### config.mk
export PLATFORM = sky130hd
export DESIGN_NAME = tbr_framer
export DESIGN_NICKNAME = d
export VERILOG_FILES = /design/src/rtl/tbr_pkg.sv /design/src/rtl/tbr_buf.sv /design/src/rtl/tbr_seq.sv /design/src/rtl/tbr_sym.sv /design/src/rtl/tbr_framer.sv
export SDC_FILE = /design/constraint.sdc
export NUM_CORES = 1
export LEC_CHECK = 0
export BUFFER_PORTS_ARGS = -buffer_cell sky130_fd_sc_hd__buf_2
export CORE_ASPECT_RATIO = 1.1
export CORE_UTILIZATION = 35
export DETAILED_ROUTE_END_ITERATION = 7
export GPL_ROUTABILITY_DRIVEN = 0
export PLACE_DENSITY = 0.58
export SYNTH_ARGS = -nofsm -noshare
export SYNTH_HDL_FRONTEND = slang
export SYNTH_HIERARCHICAL = 1
export SYNTH_SLANG_ARGS = --single-unit
### constraint.sdc
create_clock -name clk -period 4.25 [get_ports clk]
set_input_delay 0 -clock clk [delete_from_list [all_inputs] [get_ports clk]]
set_output_delay 0 -clock clk [all_outputs]
set_load 0.1 [all_outputs]
### src/rtl/tbr_pkg.sv
package tbr_pkg;

   // Frame sections, in emission order
   typedef enum logic [2:0] {
      PH_IDLE = 3'd0,
      PH_PRE  = 3'd1,
      PH_SOF  = 3'd2,
      PH_DATA = 3'd3,
      PH_EOF  = 3'd4
   } tbr_phase_e;

   // Character layout: start bit, eight data bits, stop bit
   localparam int CHAR_BITS = 10;
   localparam int DATA_BITS = 8;

endpackage

### src/rtl/tbr_buf.sv
module tbr_buf #(
   parameter int MAX_LEN = 32,
   parameter int AW      = 5
) (
   input  logic          clk,
   input  logic          wr_en,
   input  logic [AW-1:0] wr_addr,
   input  logic [7:0]    wr_data,
   input  logic [AW-1:0] rd_idx,
   output logic [7:0]    rd_data
);

   logic [7:0] mem_q [MAX_LEN];

   logic addr_in_range;
   assign addr_in_range = ({1'b0, wr_addr} < (AW+1)'(MAX_LEN));

   always_ff @(posedge clk) begin
      if (wr_en && addr_in_range) begin
         mem_q[wr_addr] <= wr_data;
      end
   end

   assign rd_data = mem_q[rd_idx];

endmodule

### src/rtl/tbr_seq.sv
module tbr_seq
   import tbr_pkg::*;
#(
   parameter int MAX_LEN  = 32,
   parameter int PRE_BITS = 20,
   parameter int MRK_LOW  = 10,
   parameter int MRK_HIGH = 2,
   parameter int LW       = 6,
   parameter int AW       = 5,
   parameter int CW       = 5
) (
   input  logic          clk,
   input  logic          rst_n,
   input  logic          launch,
   input  logic          step,
   input  logic [LW-1:0] len_q,
   output tbr_phase_e    phase_o,
   output logic [CW-1:0] cnt_o,
   output logic [3:0]    char_pos_o,
   output logic [AW-1:0] byte_idx_o
);

   localparam int MRK_TOT = MRK_LOW + MRK_HIGH;

   tbr_phase_e    phase_q;
   logic [CW-1:0] cnt_q;
   logic [3:0]    pos_q;
   logic [AW-1:0] idx_q;

   logic pre_done, mrk_done, char_done, last_byte;
   assign pre_done  = (cnt_q == CW'(PRE_BITS - 1));
   assign mrk_done  = (cnt_q == CW'(MRK_TOT - 1));
   assign char_done = (pos_q == 4'(CHAR_BITS - 1));
   assign last_byte = ((LW'(idx_q) + LW'(1)) == len_q);

   always_ff @(posedge clk) begin
      if (!rst_n) begin
         phase_q <= PH_IDLE;
         cnt_q   <= '0;
         pos_q   <= '0;
         idx_q   <= '0;
      end else if (launch) begin
         phase_q <= PH_PRE;
         cnt_q   <= '0;
         pos_q   <= '0;
         idx_q   <= '0;
      end else if (step) begin
         unique case (phase_q)
            PH_PRE: begin
               if (pre_done) begin
                  phase_q <= PH_SOF;
                  cnt_q   <= '0;
               end else begin
                  cnt_q <= cnt_q + CW'(1);
               end
            end
            PH_SOF: begin
               if (mrk_done) begin
                  phase_q <= PH_DATA;
                  cnt_q   <= '0;
               end else begin
                  cnt_q <= cnt_q + CW'(1);
               end
            end
            PH_DATA: begin
               if (char_done) begin
                  pos_q <= '0;
                  if (last_byte) begin
                     phase_q <= PH_EOF;
                  end else begin
                     idx_q <= idx_q + AW'(1);
                  end
               end else begin
                  pos_q <= pos_q + 4'd1;
               end
            end
            PH_EOF: begin
               if (mrk_done) begin
                  phase_q <= PH_IDLE;
                  cnt_q   <= '0;
               end else begin
                  cnt_q <= cnt_q + CW'(1);
               end
            end
            default: phase_q <= PH_IDLE;
         endcase
      end
   end

   assign phase_o    = phase_q;
   assign cnt_o      = cnt_q;
   assign char_pos_o = pos_q;
   assign byte_idx_o = idx_q;

   // the byte read pointer never passes the latched length
   p_byte_idx_r11: assert property (@(posedge clk) disable iff (!rst_n)
      (phase_q == PH_DATA) |-> (LW'(idx_q) < len_q));

   // the preamble is left only after its full length
   p_pre_len_r2: assert property (@(posedge clk) disable iff (!rst_n)
      (phase_q == PH_SOF && $past(phase_q) == PH_PRE) |-> ($past(cnt_q) == CW'(PRE_BITS - 1)));

   // a new byte begins only after a complete character
   p_char_wrap_r4: assert property (@(posedge clk) disable iff (!rst_n)
      (phase_q == PH_DATA && $past(phase_q) == PH_DATA && idx_q != $past(idx_q))
         |-> ($past(pos_q) == 4'(CHAR_BITS - 1) && pos_q == 4'd0));

endmodule

### src/rtl/tbr_sym.sv
module tbr_sym
   import tbr_pkg::*;
#(
   parameter int MRK_LOW   = 10,
   parameter int CW        = 5,
   parameter bit LSB_FIRST = 1'b1
) (
   input  tbr_phase_e    phase,
   input  logic [CW-1:0] cnt,
   input  logic [3:0]    char_pos,
   input  logic [7:0]    byte_val,
   output logic          sym
);

   logic data_bit;

   generate
      if (LSB_FIRST) begin : g_lsb
         assign data_bit = byte_val[3'(char_pos - 4'd1)];
      end else begin : g_msb
         assign data_bit = byte_val[3'(4'd8 - char_pos)];
      end
   endgenerate

   always_comb begin
      unique case (phase)
         PH_PRE:  sym = 1'b1;
         PH_SOF,
         PH_EOF:  sym = (cnt < CW'(MRK_LOW)) ? 1'b0 : 1'b1;
         PH_DATA: begin
            if (char_pos == 4'd0) begin
               sym = 1'b0;
            end else if (char_pos == 4'(CHAR_BITS - 1)) begin
               sym = 1'b1;
            end else begin
               sym = data_bit;
            end
         end
         default: sym = 1'b1;
      endcase
   end

endmodule

### src/rtl/tbr_framer.sv
module tbr_framer
   import tbr_pkg::*;
#(
   parameter int MAX_LEN   = 32,
   parameter int PRE_BITS  = 20,
   parameter int MRK_LOW   = 10,
   parameter int MRK_HIGH  = 2,
   parameter bit LSB_FIRST = 1'b1,
   localparam int LW       = $clog2(MAX_LEN + 1),
   localparam int AW       = (MAX_LEN > 1) ? $clog2(MAX_LEN) : 1
) (
   input  logic          clk,
   input  logic          rst_n,
   input  logic          wr_en,
   input  logic [AW-1:0] wr_addr,
   input  logic [7:0]    wr_data,
   input  logic [LW-1:0] frame_len,
   input  logic          start,
   input  logic          bit_en,
   output logic          sym_out,
   output logic          sym_valid,
   output logic          busy
);

   localparam int MRK_TOT = MRK_LOW + MRK_HIGH;
   localparam int CNT_MAX = (PRE_BITS > MRK_TOT) ? PRE_BITS : MRK_TOT;
   localparam int CW      = $clog2(CNT_MAX + 1);

   generate
      if (MAX_LEN < 1) begin : g_bad_len
         $error("tbr_framer: MAX_LEN must be at least 1");
      end
      if (PRE_BITS < 1 || MRK_LOW < 1 || MRK_HIGH < 1) begin : g_bad_frame
         $error("tbr_framer: preamble and marker lengths must be at least 1");
      end
   endgenerate

   tbr_phase_e    phase;
   logic [CW-1:0] cnt;
   logic [3:0]    char_pos;
   logic [AW-1:0] byte_idx;
   logic [7:0]    byte_val;
   logic [LW-1:0] len_q;
   logic          busy_w, len_ok, launch, step, cur_sym;
   logic          sym_out_q, sym_valid_q;

   assign busy_w = (phase != PH_IDLE);
   assign len_ok = (frame_len != '0) && (frame_len <= LW'(MAX_LEN));
   assign launch = start && !busy_w && len_ok;
   assign step   = busy_w && bit_en;

   always_ff @(posedge clk) begin
      if (!rst_n) begin
         len_q <= '0;
      end else if (launch) begin
         len_q <= frame_len;
      end
   end

   tbr_buf #(.MAX_LEN(MAX_LEN), .AW(AW)) buf_i (
      .clk     (clk),
      .wr_en   (wr_en),
      .wr_addr (wr_addr),
      .wr_data (wr_data),
      .rd_idx  (byte_idx),
      .rd_data (byte_val)
   );

   tbr_seq #(
      .MAX_LEN(MAX_LEN), .PRE_BITS(PRE_BITS), .MRK_LOW(MRK_LOW),
      .MRK_HIGH(MRK_HIGH), .LW(LW), .AW(AW), .CW(CW)
   ) seq_i (
      .clk        (clk),
      .rst_n      (rst_n),
      .launch     (launch),
      .step       (step),
      .len_q      (len_q),
      .phase_o    (phase),
      .cnt_o      (cnt),
      .char_pos_o (char_pos),
      .byte_idx_o (byte_idx)
   );

   tbr_sym #(.MRK_LOW(MRK_LOW), .CW(CW), .LSB_FIRST(LSB_FIRST)) sym_i (
      .phase    (phase),
      .cnt      (cnt),
      .char_pos (char_pos),
      .byte_val (byte_val),
      .sym      (cur_sym)
   );

   always_ff @(posedge clk) begin
      if (!rst_n) begin
         sym_out_q   <= 1'b1;
         sym_valid_q <= 1'b0;
      end else begin
         sym_valid_q <= step;
         if (step) begin
            sym_out_q <= cur_sym;
         end
      end
   end

   assign sym_out   = sym_out_q;
   assign sym_valid = sym_valid_q;
   assign busy      = busy_w;

   // a symbol only follows an enabled, busy edge
   p_valid_en_r6: assert property (@(posedge clk) disable iff (!rst_n)
      sym_valid_q |-> ($past(bit_en) && $past(busy_w)));

   // busy drops together with the final (high) end-marker symbol
   p_fall_last_r7: assert property (@(posedge clk) disable iff (!rst_n)
      $fell(busy_w) |-> (sym_valid_q && sym_out_q));

   // the latched length cannot change mid-frame
   p_len_hold_r8: assert property (@(posedge clk) disable iff (!rst_n)
      (busy_w && $past(busy_w)) |-> $stable(len_q));

   // an out-of-range length never launches a frame
   p_reject_r9: assert property (@(posedge clk) disable iff (!rst_n)
      (start && !busy_w && (frame_len == '0 || frame_len > LW'(MAX_LEN))) |=> !busy_w);

   // line rests high while idle
   p_idle_high_r10: assert property (@(posedge clk) disable iff (!rst_n)
      !busy_w |-> sym_out_q);

endmodule

==> flow_summary_export.csv <==
group,metric,value,unit
finish,post-route-util,40.9,%
clock_network,post_cts_buffers,0,
detailed_routing,num_vias,5703,
timing,layout_setup_ws,0.742,ns
pwr,clkPwrFrac,43.0,%
yosys,avgSynthCellArea,19.3,um2
detailed_routing,drt_pass1_iterations,5,
yosys,ys.flop_type,"edfxtp_1",
pwr,swShare,20.7,%
clock_network,cts_num_sinks,281,
pwr,switchingPower,1.17,mW
place,place_area,12200,um2
setup_path,cp.arrival,3.94,ns
clock_network,cts_inserted_buffers,29,
clock_network,cts_tree,"done",
yosys,async_reset_ff_share,0,%
timing,slew_headroom,38.4,%
setup_path,start_kind,"flop",
place,port-buffer-count,26,
yosys,synth_edf_count,256,
floorplanning,io_pins,27,
detailed_routing,vias_per_cell,5.16,
detailed_routing,avgRoutedWirePerCell,21.4,um
yosys,syn_area,11600,um2
timing,hold_viol,0,
place,dp_hpwl,14.7,mm
yosys,synth.distinct_cells,56,
place,preCtsSetupSlack,0.746,ns
yosys,synth-seq-cells,281,
clock_network,max-clock-path-buffers,3,
global_routing,grt_usage,14.5,%
timing,max_freq,285,MHz
global_routing,grt_max_degree,70,
global_routing,antenna_found_initial,0,
timing,max_slew.worst_pin.slew,0.921,ns
detailed_routing,detail-route-antenna-nets,0,
timing,min_period,3.51,ns
yosys,netlist_instances,600,
yosys,yosys_warnings,6,
global_routing,grt_pass1_wl,36.5,mm
yosys,ys_seq_area_share,70.9,%
setup_path,slowest_delay,0.60,ns
setup_path,critical_path_required,4.68,ns
detailed_routing,drt_iter0_markers,501,
timing,fin_skew,0.0138,ns
setup_path,cp_cell_sequence,"buf_12, mux4_2, mux4_2, mux2_2, mux4_1, mux2i_1, o21ai_1, a22o_1, mux2i_1, nand2_1",
floorplanning,core,32400,um2
clock_network,postCtsHoldBufs,19,
timing,rsz0062_at_grt,"false",
finish,final_cell_count_no_fill,1106,
floorplanning,num_rows,69,
timing,finalCritPeriodShare,82.5,%
detailed_routing,drt-total-wl,23.7,mm
worst_hold_path,hp-class,"in -> reg",
yosys,mappedNetlistNets,629,
pwr,seqPwrFrac,54.2,%
timing,drv_slew,0,
run,drv_cap,0,
setup_path,cp_max_fo,45,
setup_path,path_class,"reg -> reg",
timing,finalSetupViolations,0,
finish,final_nets,686,
detailed_routing,drt_drc_violations_left,0,
pwr,finalPower,5.65,mW
clock_network,cts.clk_slew.worst_paths,0.06,ns
clock_network,clock_latency,0.55,ns
setup_path,cpLargestDelayFamily,"multiplexers",
floorplanning,die_area,33700,um2
pwr,ir_worst_vdd,0.000299,V
finish,final_layout_size_suffix_gt1_share,26.9,%
run_status,status,"finished, final reports clean",
setup_path,end_kind,"flop",
pwr,p_leak,4.02,nW
clock_network,htreeDepth,1,
pwr,power_density,426,nW/um2
place,dp_cells,1033,
timing,setup_tns,0,ns
setup_path,crit_buf_inv,1,
floorplanning,die_w,175,um
finish,design_area,13200,um2
floorplanning,start_util,35.7,%
finish,syn2layout_area_growth,14.6,%
pwr,combinationalPowerShare,2.8,%
finish,antenna_cells,0,
setup_path,crit_slowest_cell,"mux4_2",
clock_network,cts_root_buf,"clkbuf_16",
timing,hold_slack,0.0106,ns
global_routing,gr-total-overflow,0,
floorplanning,die_h,193,um
clock_network,ctsResizeCount,0,
pwr,internal_power,4.48,mW
global_routing,grt_pass1_vias,6008,
## area by class of cell
cell class | instances | area, um2
Inverter | 10 | 37.5
Clock inverter | 19 | 156
Tap cell | 426 | 533
Sequential cell | 281 | 8190
Clock buffer | 35 | 748
Timing Repair Buffer | 50 | 383
Fill cell | 2883 | 19100
Multi-Input combinational cell | 285 | 3200
## sequential cells by signal, indices dropped and copies added, names as in the netlist
register,flops
seq_i/cnt_o,5
seq_i/char_pos_o,4
len_q,6
seq_i/phase_o,3
seq_i/byte_idx_o,5
sym_out,1
sym_valid,1
buf_i/mem_q,256
## synthesized netlist by cell type, types with 6 or more instances
| cell type | count | area (um2) |
|---|---|---|
| edfxtp_1 | 256 | 7690 |
| mux4_2 | 80 | 1800 |
| nor2_1 | 46 | 173 |
| nand2_1 | 29 | 109 |
| dfxtp_1 | 25 | 500 |
| mux2i_1 | 13 | 130 |
| inv_1 | 10 | 37.5 |
| a21oi_1 | 9 | 45.0 |
| nand3_1 | 9 | 45.0 |
| xor2_1 | 9 | 78.8 |
| clkbuf_1 | 8 | 30.0 |
| mux2_2 | 8 | 90.1 |
| buf_4 | 6 | 45.0 |
## placed cells by master (no fill, tap or decap), drive strengths merged, types with 4 or more instances in the layout
cell type and n:
nor2 46, nor3 4, or3b 4, o21ai 8, mux2 8, xor2 9, nor2b 4, mux4 82
clkinv 11, clkinvlp 4, dfxtp 25, xnor2 5, ha 5, a21oi 9, edfxtp 256, mux2i 13
nand2 30, nand3b 5, clkbuf 35, nand3 9, dlygate4sd3 19, inv 12, buf 31
## kinds of logic (layout without fill, tap and decap cells)
logic type | count (synthesis) | after routing | share of synthesized area, %
AO/OA/AOI/OAI | 34 | 34 | 2.02
XOR/XNOR | 14 | 14 | 1.06
adder cells (fa/ha/maj) | 5 | 5 | 0.541
buffers and inverters | 34 | 114 | 1.48
flip-flops | 281 | 281 | 70.9
multiplexers | 103 | 103 | 18.0
AND/OR/NAND/NOR | 129 | 129 | 6.07
## routing by layer
layer  up-vias  global-route usage [%]  part of all wire [%]
met5         -                       0                     0
met4         0                    3.41                   1.6
met3        30                    2.25                   4.8
met2       137                    24.7                    50
met1      2978                    19.5                    43
li1       2558                       -                     -
## final timing paths
path                                    startpoint                            to  slack (ns)  depth (start not counted)
setup / recovery  seq_i/byte_idx_o[0]$_SDFFE_PP0P_          sym_out$_SDFFE_PN1P_        0.74                         10
setup reg to reg  seq_i/byte_idx_o[0]$_SDFFE_PP0P_          sym_out$_SDFFE_PN1P_        0.74                         10
hold reg to reg        seq_i/cnt_o[1]$_SDFFE_PP0P_   seq_i/cnt_o[1]$_SDFFE_PP0P_        0.50                          2
hold / removal                          wr_data[5]  buf_i/mem_q[22][5]$_DFFE_PP_        0.01                          1
## power groups by stage
| stage | Sequential [mW] | Clock [mW] | Combinational, mW |
|---|---|---|---|
| 6_report | 3.06 | 2.43 | 0.160 |
| 5_1_grt | 3.06 | 2.58 | 0.175 |
| 4_1_cts | 3.06 | 2.47 | 0.162 |
| 3_5_place_dp | 3.12 | 0 | 0.148 |
| 3_3_place_gp | 3.12 | 0 | 0.141 |
| 2_1_floorplan | 3.12 | 0 | 0.0746 |
(Power assumes the default switching activity.)
